$ cat src/rtl/ptim_pkg.sv
package ptim_pkg;

  localparam int unsigned N_CH   = 2;
  localparam int unsigned N_FLAG = 4;
  localparam int unsigned REG_AW = 3;
  localparam int unsigned PRE_W  = 3;

  // register addresses
  localparam logic [REG_AW-1:0] A_CTL_A  = 3'd0;
  localparam logic [REG_AW-1:0] A_CTL_B  = 3'd1;
  localparam logic [REG_AW-1:0] A_STAT   = 3'd2;
  localparam logic [REG_AW-1:0] A_CMP0   = 3'd3;
  localparam logic [REG_AW-1:0] A_CAP0   = 3'd5;
  localparam logic [REG_AW-1:0] A_CNT    = 3'd7;

  // CTRL_A field positions
  localparam int unsigned CA_EDGE  = 0;
  localparam int unsigned CA_LVL   = 2;
  localparam int unsigned CA_FORCE = 4;
  localparam int unsigned CA_CAPIE = 6;
  localparam int unsigned CA_CMPIE = 7;

  // CTRL_B field positions
  localparam int unsigned CB_OE  = 0;
  localparam int unsigned CB_OPM = 2;
  localparam int unsigned CB_PWM = 3;
  localparam int unsigned CB_CLK = 4;

  // flag positions: capture i at i, compare i at F_CMP + i
  localparam int unsigned F_CAP = 0;
  localparam int unsigned F_CMP = 2;

  typedef enum logic [1:0] {
    CLK_DIV2 = 2'd0,
    CLK_DIV4 = 2'd1,
    CLK_DIV8 = 2'd2,
    CLK_EXT  = 2'd3
  } clk_sel_e;

  // prescale bits that must all be set for a divided tick
  function automatic logic [PRE_W-1:0] div_mask(input clk_sel_e sel);
    case (sel)
      CLK_DIV2: return 3'b001;
      CLK_DIV4: return 3'b011;
      CLK_DIV8: return 3'b111;
      default:  return 3'b000;
    endcase
  endfunction

endpackage

$ cat src/rtl/ptim_edge_det.sv
module ptim_edge_det #(
  parameter int unsigned SYNC_N = 2
) (
  input  logic clk,
  input  logic rst_n,
  input  logic pin,
  input  logic rise_sel,
  output logic edge_evt
);

  logic [SYNC_N-1:0] sync_q;
  logic              prev_q;
  logic              lvl_now;

  assign lvl_now  = sync_q[SYNC_N-1];
  assign edge_evt = rise_sel ? (lvl_now & ~prev_q) : (~lvl_now & prev_q);

  always_ff @(posedge clk or negedge rst_n) begin
    if (!rst_n) begin
      sync_q <= '0;
      prev_q <= 1'b0;
    end else begin
      sync_q <= {sync_q[SYNC_N-2:0], pin};
      prev_q <= lvl_now;
    end
  end


  edge_single_chk: assert property (@(posedge clk) disable iff (!rst_n)
    edge_evt && $stable(rise_sel) |=> !edge_evt);

endmodule

$ cat src/rtl/ptim_prescaler.sv
module ptim_prescaler
  import ptim_pkg::*;
(
  input  logic     clk,
  input  logic     rst_n,
  input  clk_sel_e sel,
  input  logic     ext_clk,
  input  logic     restart,
  output logic     tick
);

  logic [PRE_W-1:0] pre_q;
  logic [PRE_W-1:0] mask;
  logic             div_hit;
  logic             ext_rise;

  assign mask    = div_mask(sel);
  assign div_hit = ((pre_q & mask) == mask);
  assign tick    = (sel == CLK_EXT) ? ext_rise : div_hit;

  ptim_edge_det #(.SYNC_N(2)) u_ext_edge (
    .clk      (clk),
    .rst_n    (rst_n),
    .pin      (ext_clk),
    .rise_sel (1'b1),
    .edge_evt (ext_rise)
  );

  always_ff @(posedge clk or negedge rst_n) begin
    if (!rst_n)       pre_q <= '0;
    else if (restart) pre_q <= '0;
    else              pre_q <= pre_q + PRE_W'(1);
  end


  div_tick_spacing_chk: assert property (@(posedge clk) disable iff (!rst_n)
    tick && sel != CLK_EXT |=> !(tick && sel != CLK_EXT));

endmodule

$ cat src/rtl/ptim_counter.sv
module ptim_counter #(
  parameter int unsigned CNT_W = 16
) (
  input  logic             clk,
  input  logic             rst_n,
  input  logic             tick,
  input  logic             restart,
  output logic [CNT_W-1:0] cnt
);

  function automatic logic [CNT_W-1:0] restart_word();
    return {CNT_W{1'b1}} - CNT_W'(3);
  endfunction

  function automatic logic [CNT_W-1:0] step_word(input logic [CNT_W-1:0] c);
    return c + CNT_W'(1);
  endfunction

  logic [CNT_W-1:0] cnt_q;
  assign cnt = cnt_q;

  always_ff @(posedge clk or negedge rst_n) begin
    if (!rst_n)       cnt_q <= '0;
    else if (restart) cnt_q <= restart_word();
    else if (tick)    cnt_q <= step_word(cnt_q);
  end


  cnt_step_chk: assert property (@(posedge clk) disable iff (!rst_n)
    tick && !restart |=> cnt_q == $past(cnt_q) + CNT_W'(1));


  cnt_hold_chk: assert property (@(posedge clk) disable iff (!rst_n)
    !tick && !restart |=> $stable(cnt_q));


  cnt_restart_chk: assert property (@(posedge clk) disable iff (!rst_n)
    restart |=> &cnt_q[CNT_W-1:2] && cnt_q[1:0] == 2'b00);

endmodule

$ cat src/rtl/pulse_timer.sv
module pulse_timer
  import ptim_pkg::*;
#(
  parameter int unsigned CNT_W = 16
) (
  input  logic              clk,
  input  logic              rst_n,
  input  logic              reg_we,
  input  logic [REG_AW-1:0] reg_waddr,
  input  logic [CNT_W-1:0]  reg_wdata,
  input  logic [REG_AW-1:0] reg_raddr,
  output logic [CNT_W-1:0]  reg_rdata,
  input  logic              ext_clk,
  input  logic [N_CH-1:0]   cap_in,
  output logic [N_CH-1:0]   cmp_out,
  output logic [N_FLAG-1:0] stat_flags,
  output logic              irq
);

  function automatic logic [CNT_W-1:0] opm_capture_word();
    return {CNT_W{1'b1}} - CNT_W'(2);
  endfunction

  function automatic logic [CNT_W-1:0] count_after_tick(input logic [CNT_W-1:0] c);
    return c + CNT_W'(1);
  endfunction

  // control state
  logic [N_CH-1:0]   edge_rise_q;
  logic [N_CH-1:0]   lvl_q;
  logic [N_CH-1:0]   oe_q;
  logic              cap_ie_q;
  logic              cmp_ie_q;
  logic              opm_q;
  logic              pwm_q;
  clk_sel_e          clk_sel_q;
  logic [N_FLAG-1:0] flags_q;
  logic [N_CH-1:0]   out_lvl_q;
  logic [CNT_W-1:0]  cmp_q [N_CH];
  logic [CNT_W-1:0]  cap_q [N_CH];
  logic [CNT_W-1:0]  cap_src [N_CH];
  logic [CNT_W-1:0]  cnt_q;

  // named internal events
  logic              wr_ctl_a;
  logic              wr_ctl_b;
  logic              wr_stat;
  logic              tick;
  logic              restart;
  logic              opm_act;
  logic              normal_mode;
  logic [N_CH-1:0]   edge_evt;
  logic [N_CH-1:0]   force_evt;
  logic [N_CH-1:0]   cmp_hit;
  logic [N_FLAG-1:0] flag_set;
  logic [N_FLAG-1:0] flag_clr;

  assign wr_ctl_a    = reg_we && (reg_waddr == A_CTL_A);
  assign wr_ctl_b    = reg_we && (reg_waddr == A_CTL_B);
  assign wr_stat     = reg_we && (reg_waddr == A_STAT);
  assign normal_mode = ~opm_q & ~pwm_q;
  assign opm_act     = opm_q & ~pwm_q;
  assign restart     = opm_act & edge_evt[0];

  ptim_prescaler u_pre (
    .clk     (clk),
    .rst_n   (rst_n),
    .sel     (clk_sel_q),
    .ext_clk (ext_clk),
    .restart (restart),
    .tick    (tick)
  );

  ptim_counter #(.CNT_W(CNT_W)) u_cnt (
    .clk     (clk),
    .rst_n   (rst_n),
    .tick    (tick),
    .restart (restart),
    .cnt     (cnt_q)
  );

  assign cap_src[0] = restart ? opm_capture_word() : cnt_q;
  assign cap_src[1] = cnt_q;

  for (genvar g = 0; g < N_CH; g++) begin : g_ch
    ptim_edge_det #(.SYNC_N(2)) u_cap_edge (
      .clk      (clk),
      .rst_n    (rst_n),
      .pin      (cap_in[g]),
      .rise_sel (edge_rise_q[g]),
      .edge_evt (edge_evt[g])
    );

    assign force_evt[g] = wr_ctl_a & reg_wdata[CA_FORCE+g] & normal_mode;
    assign cmp_hit[g]   = tick & ~restart & (count_after_tick(cnt_q) == cmp_q[g]);
    assign flag_set[F_CAP+g] = edge_evt[g];

    always_ff @(posedge clk or negedge rst_n) begin
      if (!rst_n) begin
        cmp_q[g] <= '0;
        cap_q[g] <= '0;
      end else begin
        if (reg_we && reg_waddr == REG_AW'(A_CMP0 + g)) cmp_q[g] <= reg_wdata;
        if (edge_evt[g]) cap_q[g] <= cap_src[g];
      end
    end
  end

  assign flag_set[F_CMP+0] = cmp_hit[0] & ~opm_act;
  assign flag_set[F_CMP+1] = cmp_hit[1];
  assign flag_clr = wr_stat ? reg_wdata[N_FLAG-1:0] : '0;

  // control registers
  always_ff @(posedge clk or negedge rst_n) begin
    if (!rst_n) begin
      edge_rise_q <= '0;
      lvl_q       <= '0;
      cap_ie_q    <= 1'b0;
      cmp_ie_q    <= 1'b0;
      oe_q        <= '0;
      opm_q       <= 1'b0;
      pwm_q       <= 1'b0;
      clk_sel_q   <= CLK_DIV2;
    end else begin
      if (wr_ctl_a) begin
        edge_rise_q <= reg_wdata[CA_EDGE +: N_CH];
        lvl_q       <= reg_wdata[CA_LVL +: N_CH];
        cap_ie_q    <= reg_wdata[CA_CAPIE];
        cmp_ie_q    <= reg_wdata[CA_CMPIE];
      end
      if (wr_ctl_b) begin
        oe_q      <= reg_wdata[CB_OE +: N_CH];
        opm_q     <= reg_wdata[CB_OPM];
        pwm_q     <= reg_wdata[CB_PWM];
        clk_sel_q <= clk_sel_e'(reg_wdata[CB_CLK +: 2]);
      end
    end
  end

  // flags: a set in the same cycle wins over a clear
  always_ff @(posedge clk or negedge rst_n) begin
    if (!rst_n) flags_q <= '0;
    else        flags_q <= flag_set | (flags_q & ~flag_clr);
  end

  // output levels: restart, then match, then force
  always_ff @(posedge clk or negedge rst_n) begin
    if (!rst_n) begin
      out_lvl_q <= '0;
    end else begin
      if (oe_q[0]) begin
        if (restart)                                out_lvl_q[0] <= lvl_q[1];
        else if (cmp_hit[0] & (opm_act | normal_mode)) out_lvl_q[0] <= lvl_q[0];
        else if (force_evt[0])                      out_lvl_q[0] <= reg_wdata[CA_LVL+0];
      end
      if (oe_q[1]) begin
        if (cmp_hit[1] & normal_mode) out_lvl_q[1] <= lvl_q[1];
        else if (force_evt[1])        out_lvl_q[1] <= reg_wdata[CA_LVL+1];
      end
    end
  end

  assign cmp_out    = out_lvl_q & oe_q;
  assign stat_flags = flags_q;
  assign irq = (cap_ie_q & (flags_q[F_CAP+0] | flags_q[F_CAP+1]))
             | (cmp_ie_q & ((flags_q[F_CMP+0] & ~opm_act) | flags_q[F_CMP+1]));

  // read mux
  always_comb begin
    reg_rdata = '0;
    case (reg_raddr)
      A_CTL_A: begin
        reg_rdata[CA_EDGE +: N_CH] = edge_rise_q;
        reg_rdata[CA_LVL +: N_CH]  = lvl_q;
        reg_rdata[CA_CAPIE]        = cap_ie_q;
        reg_rdata[CA_CMPIE]        = cmp_ie_q;
      end
      A_CTL_B: begin
        reg_rdata[CB_OE +: N_CH] = oe_q;
        reg_rdata[CB_OPM]        = opm_q;
        reg_rdata[CB_PWM]        = pwm_q;
        reg_rdata[CB_CLK +: 2]   = clk_sel_q;
      end
      A_STAT:     reg_rdata[N_FLAG-1:0] = flags_q;
      A_CMP0:     reg_rdata = cmp_q[0];
      A_CMP0 + 1: reg_rdata = cmp_q[1];
      A_CAP0:     reg_rdata = cap_q[0];
      A_CAP0 + 1: reg_rdata = cap_q[1];
      A_CNT:      reg_rdata = cnt_q;
      default:    reg_rdata = '0;
    endcase
  end


  opm_restart_capture_chk: assert property (@(posedge clk) disable iff (!rst_n)
    restart |=> flags_q[F_CAP+0] && cap_q[0] == opm_capture_word());


  opm_no_cmp0_flag_chk: assert property (@(posedge clk) disable iff (!rst_n)
    opm_act |=> !$rose(flags_q[F_CMP+0]));


  pwm_plain_capture_chk: assert property (@(posedge clk) disable iff (!rst_n)
    pwm_q && opm_q && edge_evt[0] |=> cap_q[0] == $past(cnt_q));


  force_no_flag_chk: assert property (@(posedge clk) disable iff (!rst_n)
    (|force_evt) && !(|cmp_hit) |=> flags_q[F_CMP +: N_CH] == $past(flags_q[F_CMP +: N_CH]));

endmodule

$ cat config.mk
export PLATFORM = sky130hd
export DESIGN_NAME = pulse_timer
export DESIGN_NICKNAME = d
export VERILOG_FILES = /design/src/rtl/ptim_pkg.sv /design/src/rtl/ptim_edge_det.sv /design/src/rtl/ptim_prescaler.sv /design/src/rtl/ptim_counter.sv /design/src/rtl/pulse_timer.sv
export SDC_FILE = /design/constraint.sdc
export NUM_CORES = 1
export LEC_CHECK = 0
export BUFFER_PORTS_ARGS = -buffer_cell sky130_fd_sc_hd__clkbuf_2
export CORE_MARGIN = 5
export CORE_UTILIZATION = 45
export DETAILED_ROUTE_END_ITERATION = 10
export HOLD_SLACK_MARGIN = 0.1
export PLACE_DENSITY = 0.65
export SLEW_MARGIN = 20
export SYNTH_ARGS = -nofsm -noshare
export SYNTH_HDL_FRONTEND = slang
export SYNTH_HIERARCHICAL = 1
export SYNTH_SLANG_ARGS = --single-unit
$ cat constraint.sdc
create_clock -name clk -period 2.37 [get_ports clk]
set_input_delay 0.474 -clock clk [delete_from_list [all_inputs] [get_ports clk]]
set_output_delay 0.474 -clock clk [all_outputs]
set_load 0.05 [all_outputs]
==> qor.csv <==
stage,metric,value,unit
placement,placed cells,897,
worst_setup_path,slowest CP cell,or4_4,
outcome,outcome,"finished, violations left",
timing,RSZ-0062 raised after global routing,yes,
floorplan,num ports,51,
grt,antenna violations before repair,0,
worst_setup_path,Worst Setup End Kind,flop,
timing,fmax,368,MHz
synth,multiplexer share of the synthesized area,14.3,%
synth,Post-Syn Area,6340,µm²
layout,final core utilization,60.2,%
floorplan,CORE AREA,13800,µm²
placement,IO buf count,50,
grt,largest net degree at the start of global routing,49,
timing,final setup fails,4,
synth,Async SR Flop Fraction,100,%
outcome,violated checks,negative setup slack,
floorplan,die height,129,µm
detailed_routing,Total Wirelength,19.3,mm
detailed_routing,initial drt markers,441,
clock_network,Clock Latency Late Sink,0.36,ns
layout,# nets final,776,
grt,vias in the first global route,5552,
min_path,Hold Path Class,in -> reg,
layout,n_diodes,0,
power,Peak VDD IR,619,µV
worst_setup_path,maximum fanout along the worst path,4,
floorplan,Die Wd,129,µm
clock_network,H-Tree Level Count,3,
synth,largest family of logic cells by synthesized area,simple AND/OR/NAND/NOR gates,
timing,Final Skew,0.00633,ns
layout,final std cells w/o fill,926,
synth,Synth cell types,71,
layout,"commonest cells after routing, fill and taps aside","dfrtp_1, buf_4, mux2_2",
worst_setup_path,CP Buf/Inv Count,2,
grt,first-pass GRT wire length,30.0,mm
timing,crit share post-route,115,%
floorplan,Rows,43,
placement,HPWL Detailed,14.2,mm
worst_setup_path,CP Launch Type,flop,
clock_network,clock slew at reported path FFs,0.07,ns
timing,Slew @ Worst Pin,0.520,ns
flow_run,max cap viols,0,
synth,sequential share of the synthesized area,43.4,%
synth,compound-gate portion of the synthesized area,14.0,%
worst_setup_path,WP data required,2.67,ns
clock_network,CTS tree,built,
clock_network,clock buffer depth,2,
worst_setup_path,"most used cell, CP",nand4_1,
synth,post-synthesis register bit count,110,
timing,Final WS setup,-0.351,ns
detailed_routing,WL per Instance,20.8,µm
synth,"Avg Cell Area, Syn",10.4,µm²
power,PwrDens,1160,nW/µm²
floorplan,full die area,16600,µm²
clock_network,CTS Buf Count,9,
detailed_routing,Post-route DRC,0,
worst_setup_path,Crit Path Class,reg -> reg,
synth,Cells after Synth,611,
worst_setup_path,R2R setup slack,-0.35,ns
grt,grt ovf,0,
synth,xor/xnor share of the synthesized area,7.44,%
timing,final hold viol count,0,
layout,post-route cell area,8330,µm²
placement,RePlAce Congestion,0.897,
grt,Tot GR Track Use,23.7,%
clock_network,Root Buffer,clkbuf_16,
synth,number of synthesized flops with an enable pin,0,
worst_setup_path,Crit path largest cell delay,0.58,ns
floorplan,Initial Util,45.9,%
synth,simple-gate portion of the synthesized area,15.9,%
layout,area grow syn2layout,31.3,%
layout,"leading cell type in the layout, fill and taps excluded",dfrtp_1,
synth,Synth Warn #,6,
worst_setup_path,"CP delay by family, top",simple AND/OR/NAND/NOR gates,
power,P_leak,3.44,nW
synth,ys flop type,dfrtp_1,
timing,final count of pins violating max slew,0,
detailed_routing,first-pass iteration count of the detailed router,5,
timing,Max transition margin,65.4,%
clock_network,sinks on the clock net,110,
detailed_routing,Antenna Nets Post-Route,0,
layout,layout cell share with drive strength beyond 1,40.1,%
worst_setup_path,cell-by-cell trace of the critical path,ha_4 -> o21ai_4 -> o31ai_4 -> and2_4 -> nand4_1 -> a2111oi_4 -> nand4_1 -> or4_4 -> buf_4 -> buf_6 -> nand2_2,
synth,Post-Synth Adder-Cell Area,0.987,%
detailed_routing,Vias/cell,5.75,
detailed_routing,via count,5321,
timing,Tmin final,2.72,ns
worst_setup_path,Worst EP arrival,3.02,ns
placement,area post-placement,7720,µm²
==> repair_timing <==
action	in CTS	in global routing
setup buffers	4	10
setup endpoints to repair	5	9
hold buffers	1	0
pin swaps	3	6
hold endpoints to repair	11	0
gates resized for setup	18	21
==> synthesized netlist by cell type, types with 15 or more instances <==
cell	number	area, µm²
clkbuf_1	23	86.3
dfrtp_1	110	2750
mux2i_1	15	150
a21oi_1	25	125
o22a_1	15	131
inv_1	19	71.3
xor2_1	17	149
nand2_1	47	176
nand2b_1	15	93.8
nor2_1	33	124
xnor2_1	35	307
o21ai_0	29	145
mux2_2	58	653
==> flip-flops by register name, indices dropped and copies added, names as in the netlist, 3 cells and up <==
register and flops:
cap_q 32, cmp_q 32, g_ch.u_cap_edge/sync_q 4, stat_flags 4, u_cnt/cnt 16, u_pre/pre_q 3
==> path summary, 6_finish.rpt <==
path	startpoint	end	cells after the start
max in group asynchronous	rst_n	cap_q[0]	3
worst min-delay path	ext_clk	u_pre/u_ext_edge/sync_q[0]	1
worst min register to register	u_pre/u_ext_edge/sync_q[0]	u_pre/u_ext_edge/sync_q[1]	0
worst max register to register	clk_sel_q[1]	stat_flags[3]	11
min in group asynchronous	rst_n	cmp_ie_q	2
worst max-delay path	clk_sel_q[1]	stat_flags[3]	11
==> worst register-to-register path: cells and delay by family (launching register included) <==
kind / cells / cell delay (ns)
and+or+nand+nor: 5 / 1.12
AOI/OAI and AO/OA: 3 / 0.54
DFF: 1 / 0.43
adders and majority gates: 1 / 0.30
buffers and inverters: 2 / 0.27
==> power by group <==
part           internal [mW]  switching [mW]  total, mW
logic                   2.46            2.59       5.04
clock network          0.917           0.677       1.59
registers               2.45           0.565       3.02
==> metrics by stage <==
step | setup slack [ns] | TNS, ns | hold WS (ns) | power, mW
after global routing | -0.465 | -1.33 | 0.212 | 10.2
after global placement | -0.312 | -0.616 | 0.333 | 7.45
final | -0.351 | -0.999 | 0.215 | 9.66
after detailed placement | -0.437 | -0.962 | 0.335 | 7.57
after CTS | -0.313 | -0.887 | 0.209 | 9.33
after floorplan | -0.00318 | -0.00318 | 0.178 | 5.79
==> cells by family (layout without fill, tap and decap cells) <==
kind of cell,after synthesis,in the layout
XOR/XNOR,53,53
other,1,2
multiplexers,78,78
AND/OR/NAND/NOR,179,179
adder cells (fa/ha/maj),5,5
buffers and inverters,57,191
AO/OA/AOI/OAI,128,128
flip-flops,110,110
==> final cells by class <==
cell class,instances,area [µm²]
fill,1142,5500
multi-input combinational,445,3610
sequential,110,2760
timing repair buffer,158,1360
clock buffer,12,236
tap,180,225
inverter,19,75.1
clock inverter,2,60.1
==> per-layer routing <==
layer / share of wire, % / vias up / track usage [%]
met2: 50 / 136 / 40.5
met1: 43 / 2689 / 29.9
met5: 0 / - / 0
met3: 4.8 / 31 / 4.65
li1: - / 2465 / -
met4: 2.6 / 0 / 8.28
(Power assumes the default switching activity.)
